[src/rtl/dram_rfsh_pkg.sv]
package dram_rfsh_pkg;

    typedef enum logic [1:0] {
        MODE_DRAM  = 2'd0,
        MODE_PSRAM = 2'd1,
        MODE_TIMER = 2'd2
    } rf_mode_e;

    typedef enum logic [3:0] {
        ST_IDLE,
        ST_ROW,
        ST_COL,
        ST_ACK,
        ST_CBR_CAS,
        ST_CBR_RAS,
        ST_PS_RFSH,
        ST_SELF,
        ST_RPRE
    } seq_state_e;

endpackage

[src/rtl/rfsh_tick_timer.sv]
module rfsh_tick_timer #(
    parameter int CNT_W = 8,
    parameter int PSC_W = 2
) (
    input  logic             clk,
    input  logic             rst_n,
    input  logic [PSC_W-1:0] psc_sel,
    input  logic [CNT_W-1:0] cmp,
    output logic             match
);
    localparam int PDIV_W = (1 << PSC_W) - 1;

    logic [PDIV_W-1:0] pre_q;
    logic [PDIV_W-1:0] pre_mask;
    logic [CNT_W-1:0]  cnt_q;
    logic              tick;

    always_comb begin
        pre_mask = '0;
        for (int i = 0; i < PDIV_W; i++) begin
            if (i < int'(psc_sel)) pre_mask[i] = 1'b1;
        end
    end

    assign tick  = &(pre_q | ~pre_mask);
    assign match = tick && (cnt_q == cmp);

    always_ff @(posedge clk or negedge rst_n) begin
        if (!rst_n) begin
            pre_q <= '0;
            cnt_q <= '0;
        end else begin
            pre_q <= pre_q + 1'b1;
            if (match)     cnt_q <= '0;
            else if (tick) cnt_q <= cnt_q + 1'b1;
        end
    end

endmodule

[src/rtl/dram_addr_mux.sv]
module dram_addr_mux #(
    parameter int  MA_W = 11,
    localparam int WA_W = MA_W + 9
) (
    input  logic [WA_W-1:0] waddr,
    input  logic            col9,
    input  logic            col_phase,
    output logic [MA_W-1:0] mem_addr
);
    logic [MA_W-1:0] row_a;
    logic [MA_W-1:0] col_a;

    always_comb begin
        row_a = col9 ? waddr[9 +: MA_W] : waddr[8 +: MA_W];
        col_a = col9 ? {{(MA_W-9){1'b0}}, waddr[8:0]}
                     : {{(MA_W-8){1'b0}}, waddr[7:0]};
        mem_addr = col_phase ? col_a : row_a;
    end

endmodule

[src/rtl/dram_seq_fsm.sv]
module dram_seq_fsm
    import dram_rfsh_pkg::*;
#(
    parameter int WAIT_W = 3
) (
    input  logic              clk,
    input  logic              rst_n,
    input  logic [1:0]        mode,
    input  logic              two_we,
    input  logic [WAIT_W-1:0] wait_n,
    input  logic              self_on,
    input  logic              rfsh_pend,
    input  logic              host_req,
    input  logic              host_we,
    input  logic [1:0]        host_be,
    output logic              rfsh_start,
    output logic              col_phase,
    output logic              host_ack,
    output logic              ras_n,
    output logic              cas_hi_n,
    output logic              cas_lo_n,
    output logic              we_hi_n,
    output logic              we_lo_n,
    output logic              oe_n,
    output logic              psr_rfsh_n
);
    seq_state_e        st_q, st_d;
    logic [WAIT_W-1:0] wcnt_q;
    logic              is_dram;
    logic              counting;

    assign is_dram  = (mode == MODE_DRAM);
    assign counting = (st_q == ST_COL) || (st_q == ST_CBR_RAS) || (st_q == ST_PS_RFSH);

    always_ff @(posedge clk or negedge rst_n) begin
        if (!rst_n) begin
            st_q   <= ST_IDLE;
            wcnt_q <= '0;
        end else begin
            st_q   <= st_d;
            wcnt_q <= counting ? wcnt_q - 1'b1 : wait_n;
        end
    end

    always_comb begin
        st_d       = st_q;
        rfsh_start = 1'b0;
        unique case (st_q)
            ST_IDLE: begin
                if (self_on) begin
                    st_d = is_dram ? ST_CBR_CAS : ST_SELF;
                end else if (rfsh_pend) begin
                    st_d       = is_dram ? ST_CBR_CAS : ST_PS_RFSH;
                    rfsh_start = 1'b1;
                end else if (host_req) begin
                    st_d = ST_ROW;
                end
            end
            ST_ROW:     st_d = ST_COL;
            ST_COL:     if (wcnt_q == '0) st_d = ST_ACK;
            ST_ACK:     st_d = ST_IDLE;
            ST_CBR_CAS: st_d = self_on ? ST_SELF : ST_CBR_RAS;
            ST_CBR_RAS,
            ST_PS_RFSH: if (wcnt_q == '0) st_d = ST_RPRE;
            ST_SELF:    if (!self_on) st_d = ST_RPRE;
            ST_RPRE:    st_d = ST_IDLE;
            default:    st_d = ST_IDLE;
        endcase
    end

    always_comb begin
        col_phase  = 1'b0;
        host_ack   = 1'b0;
        ras_n      = 1'b1;
        cas_hi_n   = 1'b1;
        cas_lo_n   = 1'b1;
        we_hi_n    = 1'b1;
        we_lo_n    = 1'b1;
        oe_n       = 1'b1;
        psr_rfsh_n = 1'b1;
        unique case (st_q)
            ST_ROW: ras_n = 1'b0;
            ST_COL: begin
                col_phase = 1'b1;
                ras_n     = 1'b0;
                oe_n      = host_we;
                if (two_we) begin
                    cas_hi_n = 1'b0;
                    cas_lo_n = 1'b0;
                    we_hi_n  = ~(host_we & host_be[1]);
                    we_lo_n  = ~(host_we & host_be[0]);
                end else begin
                    cas_hi_n = ~host_be[1];
                    cas_lo_n = ~host_be[0];
                    we_hi_n  = ~host_we;
                    we_lo_n  = ~host_we;
                end
            end
            ST_ACK: host_ack = 1'b1;
            ST_CBR_CAS: begin
                cas_hi_n = 1'b0;
                cas_lo_n = 1'b0;
            end
            ST_CBR_RAS: begin
                ras_n    = 1'b0;
                cas_hi_n = 1'b0;
                cas_lo_n = 1'b0;
            end
            ST_PS_RFSH: psr_rfsh_n = 1'b0;
            ST_SELF: begin
                if (is_dram) begin
                    ras_n    = 1'b0;
                    cas_hi_n = 1'b0;
                    cas_lo_n = 1'b0;
                end else begin
                    psr_rfsh_n = 1'b0;
                end
            end
            default: ;
        endcase
    end

endmodule

[src/rtl/dram_rfsh_ctrl.sv]
module dram_rfsh_ctrl
    import dram_rfsh_pkg::*;
#(
    parameter int  MA_W   = 11,
    parameter int  WAIT_W = 3,
    parameter int  CNT_W  = 8,
    parameter int  PSC_W  = 2,
    localparam int WA_W   = MA_W + 9
) (
    input  logic              clk,
    input  logic              rst_n,
    input  logic [1:0]        cfg_mode,
    input  logic              cfg_two_we,
    input  logic              cfg_col9,
    input  logic [WAIT_W-1:0] cfg_wait,
    input  logic [CNT_W-1:0]  cfg_cmp,
    input  logic [PSC_W-1:0]  cfg_psc,
    input  logic              cfg_self,
    input  logic              host_req,
    input  logic              host_we,
    input  logic [1:0]        host_be,
    input  logic [WA_W-1:0]   host_waddr,
    output logic              host_ack,
    output logic [MA_W-1:0]   mem_addr,
    output logic              ras_n,
    output logic              cas_hi_n,
    output logic              cas_lo_n,
    output logic              we_hi_n,
    output logic              we_lo_n,
    output logic              oe_n,
    output logic              psr_rfsh_n,
    output logic              timer_irq
);
    logic is_timer;
    logic self_on;
    logic match;
    logic rfsh_pend_q;
    logic rfsh_start;
    logic col_phase;

    assign is_timer = cfg_mode[1];
    assign self_on  = cfg_self && !is_timer;

    rfsh_tick_timer #(.CNT_W(CNT_W), .PSC_W(PSC_W)) u_timer (
        .clk     (clk),
        .rst_n   (rst_n),
        .psc_sel (cfg_psc),
        .cmp     (cfg_cmp),
        .match   (match)
    );

    always_ff @(posedge clk or negedge rst_n) begin
        if (!rst_n) begin
            rfsh_pend_q <= 1'b0;
            timer_irq   <= 1'b0;
        end else begin
            timer_irq <= match && is_timer;
            if (is_timer || rfsh_start)     rfsh_pend_q <= 1'b0;
            else if (match && !self_on)     rfsh_pend_q <= 1'b1;
        end
    end

    dram_seq_fsm #(.WAIT_W(WAIT_W)) u_fsm (
        .clk        (clk),
        .rst_n      (rst_n),
        .mode       (cfg_mode),
        .two_we     (cfg_two_we),
        .wait_n     (cfg_wait),
        .self_on    (self_on),
        .rfsh_pend  (rfsh_pend_q),
        .host_req   (host_req),
        .host_we    (host_we),
        .host_be    (host_be),
        .rfsh_start (rfsh_start),
        .col_phase  (col_phase),
        .host_ack   (host_ack),
        .ras_n      (ras_n),
        .cas_hi_n   (cas_hi_n),
        .cas_lo_n   (cas_lo_n),
        .we_hi_n    (we_hi_n),
        .we_lo_n    (we_lo_n),
        .oe_n       (oe_n),
        .psr_rfsh_n (psr_rfsh_n)
    );

    dram_addr_mux #(.MA_W(MA_W)) u_mux (
        .waddr     (host_waddr),
        .col9      (cfg_col9),
        .col_phase (col_phase),
        .mem_addr  (mem_addr)
    );

endmodule

[config.mk]
export PLATFORM = sky130hd
export DESIGN_NAME = dram_rfsh_ctrl
export DESIGN_NICKNAME = d
export VERILOG_FILES = /design/src/rtl/dram_rfsh_pkg.sv /design/src/rtl/rfsh_tick_timer.sv /design/src/rtl/dram_addr_mux.sv /design/src/rtl/dram_seq_fsm.sv /design/src/rtl/dram_rfsh_ctrl.sv
export SDC_FILE = /design/constraint.sdc
export NUM_CORES = 1
export LEC_CHECK = 0
export BUFFER_PORTS_ARGS = -buffer_cell sky130_fd_sc_hd__buf_2
export CORE_ASPECT_RATIO = 0.9
export CORE_MARGIN = 5
export CORE_UTILIZATION = 31
export DETAILED_ROUTE_END_ITERATION = 10
export SLEW_MARGIN = 20
export SYNTH_ARGS = -nofsm -noshare
export SYNTH_HDL_FRONTEND = slang
export SYNTH_HIERARCHICAL = 1
export SYNTH_SLANG_ARGS = --single-unit
[constraint.sdc]
create_clock -name clk -period 3.6 [get_ports clk]
set_input_delay 0.18 -clock clk [delete_from_list [all_inputs] [get_ports clk]]
set_output_delay 0.18 -clock clk [all_outputs]
set_load 0.03 [all_outputs]
==> metrics.txt <==
# TYPE chip_impl_metric gauge
chip_impl_metric{name="fp.dieH",unit="um"} 77.4
chip_impl_metric{name="cap_viol_max_count",unit=""} 0
chip_impl_metric{name="post-route-period-util",unit="%"} 65.6
chip_impl_metric{name="power_per_cell_area",unit="mW/mm^2"} 707
chip_impl_metric{name="synthCells",unit=""} 174
chip_impl_metric{name="timing.clock.skew",unit="ns"} 0.00300
chip_impl_metric{name="finish_stage_setup_viols",unit=""} 0
chip_impl_metric{name="std_cell_rows",unit=""} 24
chip_impl_info{name="hold_path_class",value="primary input to flip-flop"} 1
chip_impl_metric{name="grt_pass1_wl",unit="mm"} 6.32
chip_impl_metric{name="cts.repair_timing.setup_buffer_count",unit=""} 0
chip_impl_metric{name="dp.final_hpwl",unit="mm"} 2.95
chip_impl_info{name="status",value="finished, final reports clean"} 1
chip_impl_metric{name="ir_worst_vdd",unit="V"} 0.000215
chip_impl_metric{name="area_growth_syn_to_layout",unit="%"} 26.9
chip_impl_metric{name="grt_max_degree",unit=""} 24
chip_impl_metric{name="met2RoutedLength",unit="mm"} 1.80
chip_impl_metric{name="asyncSetResetFlopFracSynth",unit="%"} 100
chip_impl_metric{name="netlist-cell-type-count",unit=""} 46
chip_impl_metric{name="place.port_buffers",unit=""} 63
chip_impl_metric{name="initial_core_util",unit="%"} 32.1
chip_impl_info{name="critical_path.most_common_cell",value="mux2i_1"} 1
chip_impl_metric{name="via_per_inst",unit=""} 4.86
chip_impl_info{name="setup.worst_path.class",value="flip-flop to primary output"} 1
chip_impl_metric{name="timing.critical_path.required",unit="ns"} 3.42
chip_impl_metric{name="htreeDepth",unit=""} 1
chip_impl_metric{name="post-route-drc-count",unit=""} 0
chip_impl_info{name="clock_tree.root_cell",value="clkbuf_8"} 1
chip_impl_metric{name="post_synthesis_net_count",unit=""} 222
chip_impl_metric{name="drt_wl_total",unit="mm"} 3.66
chip_impl_metric{name="timing.max_slew.rel_slack",unit="%"} 55.7
chip_impl_info{name="critical_path.cell_chain",value="nand2b_1 > or3_1 > inv_2 > mux2i_1 > mux2i_1 > buf_2"} 1
chip_impl_metric{name="initialDrtViolationCount",unit=""} 62
chip_impl_metric{name="post_synth.cell_area_avg",unit="sq um"} 8.98
chip_impl_metric{name="synth-seq-area-share",unit="%"} 32.0
chip_impl_metric{name="routed-via-count",unit=""} 1447
chip_impl_metric{name="dr.pass1.iters",unit=""} 4
chip_impl_metric{name="number_of_synthesized_flops_with_an_enable_pin",unit=""} 0
chip_impl_metric{name="route.layer.met1.wl",unit="mm"} 1.69
chip_impl_metric{name="grt_pass1_vias",unit=""} 1321
chip_impl_metric{name="worst-path-max-fanout",unit=""} 23
chip_impl_metric{name="cellLeakagePower",unit="nW"} 0.914
chip_impl_metric{name="num-nets-final",unit=""} 282
chip_impl_metric{name="layout-drive-gt1-share",unit="%"} 33.9
chip_impl_metric{name="yosys_register_bits",unit=""} 20
chip_impl_metric{name="critPathArrivalTime",unit="ns"} 2.18
chip_impl_metric{name="die_width",unit="um"} 84.8
chip_impl_metric{name="timing.final.crit_period",unit="ns"} 2.36
chip_impl_metric{name="grt_use_total",unit="%"} 11.5
chip_impl_metric{name="ff2ff_path_depth",unit=""} 4
chip_impl_metric{name="floorplan.core_area",unit="sq mm"} 0.00486
chip_impl_metric{name="timing.setup.tns",unit="ns"} 0
chip_impl_metric{name="min_path_cells",unit=""} 3
chip_impl_metric{name="dieArea",unit="sq mm"} 0.00656
chip_impl_info{name="top_layer",value="met4"} 1
chip_impl_metric{name="antenna_found_initial",unit=""} 0
chip_impl_info{name="setup_repair_after_global_routing_missed_its_margin",value="false"} 1
chip_impl_metric{name="maxSlewViolCount",unit=""} 0
chip_impl_metric{name="achievable-frequency",unit="MHz"} 423
chip_impl_info{name="critical-path-slowest-cell",value="dfrtp_1"} 1
chip_impl_info{name="worst_setup_path_end_kind",value="primary output"} 1
chip_impl_metric{name="max-clock-path-buffers",unit=""} 2
chip_impl_metric{name="slew_of_the_pin_with_the_lowest_slew_margin",unit="ns"} 0.664
chip_impl_metric{name="final_core_util",unit="%"} 40.8
chip_impl_metric{name="global_route.overflow_total",unit=""} 0
chip_impl_metric{name="worstPathBufferInverterCount",unit=""} 2
chip_impl_info{name="worstSetupStartpointType",value="flip-flop"} 1
chip_impl_metric{name="cts_buffers",unit=""} 3
chip_impl_metric{name="io-pin-count",unit=""} 64
chip_impl_metric{name="critical_path.max_stage_delay",unit="ns"} 0.50
chip_impl_metric{name="cp.depth",unit=""} 6
chip_impl_info{name="synth-main-ff-cell",value="dfrtp_1"} 1
chip_impl_metric{name="route.antenna.remaining_nets",unit=""} 0
chip_impl_metric{name="routabilityCongestion",unit=""} 0.790
chip_impl_metric{name="fillerInstances",unit=""} 525
chip_impl_metric{name="clock_sinks",unit=""} 20
chip_impl_metric{name="mean_routed_wirelength_per_cell",unit="um"} 12.3
chip_impl_metric{name="n_antenna_cell",unit=""} 0
chip_impl_metric{name="synth_area",unit="sq mm"} 0.00156
chip_impl_info{name="cts_tree",value="done"} 1
chip_impl_metric{name="cts.reportedPaths.clkPinSlew",unit="ns"} 0.07
chip_impl_metric{name="insertion_delay",unit="ns"} 0.26
chip_impl_info{name="critPathTopFamily",value="simple AND/OR/NAND/NOR gates"} 1
chip_impl_metric{name="yosysWarnings",unit=""} 6
chip_impl_metric{name="finalHoldViolCount",unit=""} 0
chip_impl_metric{name="route.met3.wl",unit="um"} 162
==> tightest hold or removal path: cells and delay by family <==
| kind | cells | cell delay (ns) |
|---|---|---|
| compound gates | 1 | 0.06 |
| simple gates | 1 | 0.04 |
| buf+inv | 1 | 0.09 |
==> per-layer routing <==
layer / vias to the layer above / global-route usage, %
met3: 2 / 3.18
met5: - / 0
met4: 0 / 1.90
li1: 745 / -
met1: 677 / 16.0
met2: 23 / 18.0
==> what timing repair did <==
item	in CTS	in global routing
hold buffers	1	0
gates resized for setup	0	0
hold endpoints to repair	20	0
==> cell usage after synthesis, types with 2 or more instances <==
library cell  count  area share (%)
nor2b_1           2            0.80
o21ai_0           7             2.2
nand3_1           6             1.9
or3_1             3             1.2
mux2_4            2             1.9
nand4_1           3             1.2
o21a_1            2            0.96
nand2b_1          6             2.4
nor3_2            3             1.9
a21oi_1           8             2.6
nor3b_1           2            0.96
nor3_1            4             1.3
dfrtp_1          20              32
o31ai_1           4             1.9
or4_1             4             1.9
ha_1              4             3.2
mux2i_1          15             9.6
o21ai_1           9             2.9
buf_4             2            0.96
a21o_1            3             1.4
xnor2_1           8             4.5
nor2_1           11             2.6
clkbuf_1          4            0.96
inv_1             5             1.2
nand2_1          15             3.6
buf_6             2             1.4
==> sequential cells by signal, summed over array words and instances, names as in the netlist <==
| signal | flops |
|---|---|
| u_fsm/st_q | 4 |
| timer_irq | 1 |
| u_fsm/wcnt_q | 3 |
| u_timer/pre_q | 3 |
| rfsh_pend_q | 1 |
| u_timer/cnt_q | 8 |
==> kinds of logic (layout without fill, tap and decap cells) <==
group,after synthesis,after routing,share of synthesized area [%]
xor gates and xnor gates,9,9,5.04
DFF,20,20,32.0
muxes,17,17,11.5
and+or+nand+nor,70,70,25.7
AOI/OAI and AO/OA,39,39,17.4
buffers and inverters,15,74,5.12
adders and majority gates,4,4,3.20
==> cell type report <==
class                           count  area [sq um]  area share, %
Inverter                            6          22.5           1.14
Timing Repair Buffer               64           325           16.4
Clock buffer                        3          41.3           2.08
Clock inverter                      1          30.0           1.51
Multi-Input combinational cell    139           982           49.5
Sequential cell                    20           500           25.2
Tap cell                           65          81.3           4.10
==> final timing paths <==
| kind | startpoint | endpoint | slack (ns) |
|---|---|---|---|
| setup / recovery | u_fsm/st_q[0] | mem_addr[8] | 1.24 |
| hold / removal | cfg_wait[2] | u_fsm/wcnt_q[2] | 0.14 |
| setup reg to reg | u_fsm/st_q[1] | u_fsm/st_q[1] | 1.52 |
| hold reg to reg | u_fsm/wcnt_q[0] | u_fsm/wcnt_q[0] | 0.46 |
| max in group asynchronous | rst_n | u_fsm/wcnt_q[1] | 2.90 |
| min in group asynchronous | rst_n | u_timer/pre_q[2] | 0.39 |
==> where the power goes <==
group          switching (mW)  internal [mW]  leakage, nW
clock                  0.0753          0.148       0.0357
combinational           0.474          0.312        0.623
sequential              0.106          0.286        0.255
==> stage by stage <==
stage	total power, mW	cells	hold WS [ns]	setup slack (ns)	area, sq um
2_1_floorplan	1.01	174	-0.116	1.60	1560
3_3_place_gp	1.18	293	0.153	1.56	1900
3_5_place_dp	1.19	293	0.150	1.54	1900
4_1_cts	1.41	298	0.137	1.25	1980
5_1_grt	1.53	298	0.161	0.993	1980
6_report	1.40	298	0.143	1.24	1980
==> placed cells by master (no fill, tap or decap), drive strengths merged, types with 3 or more instances in the layout <==
cell type / netlist / routed
nand3: 6 / 6
xnor2: 8 / 8
o31ai: 4 / 4
nand2: 15 / 15
or4: 5 / 5
or3: 3 / 3
o21ai: 16 / 16
mux2i: 15 / 15
clkbuf: 4 / 3
inv: 6 / 6
buf: 5 / 63
nor2: 11 / 11
dfrtp: 20 / 20
ha: 4 / 4
nand2b: 7 / 7
nor3: 7 / 7
a21oi: 8 / 8
a21o: 3 / 3
nand4: 3 / 3
No activity file was read; power rests on OpenSTA's default activity.
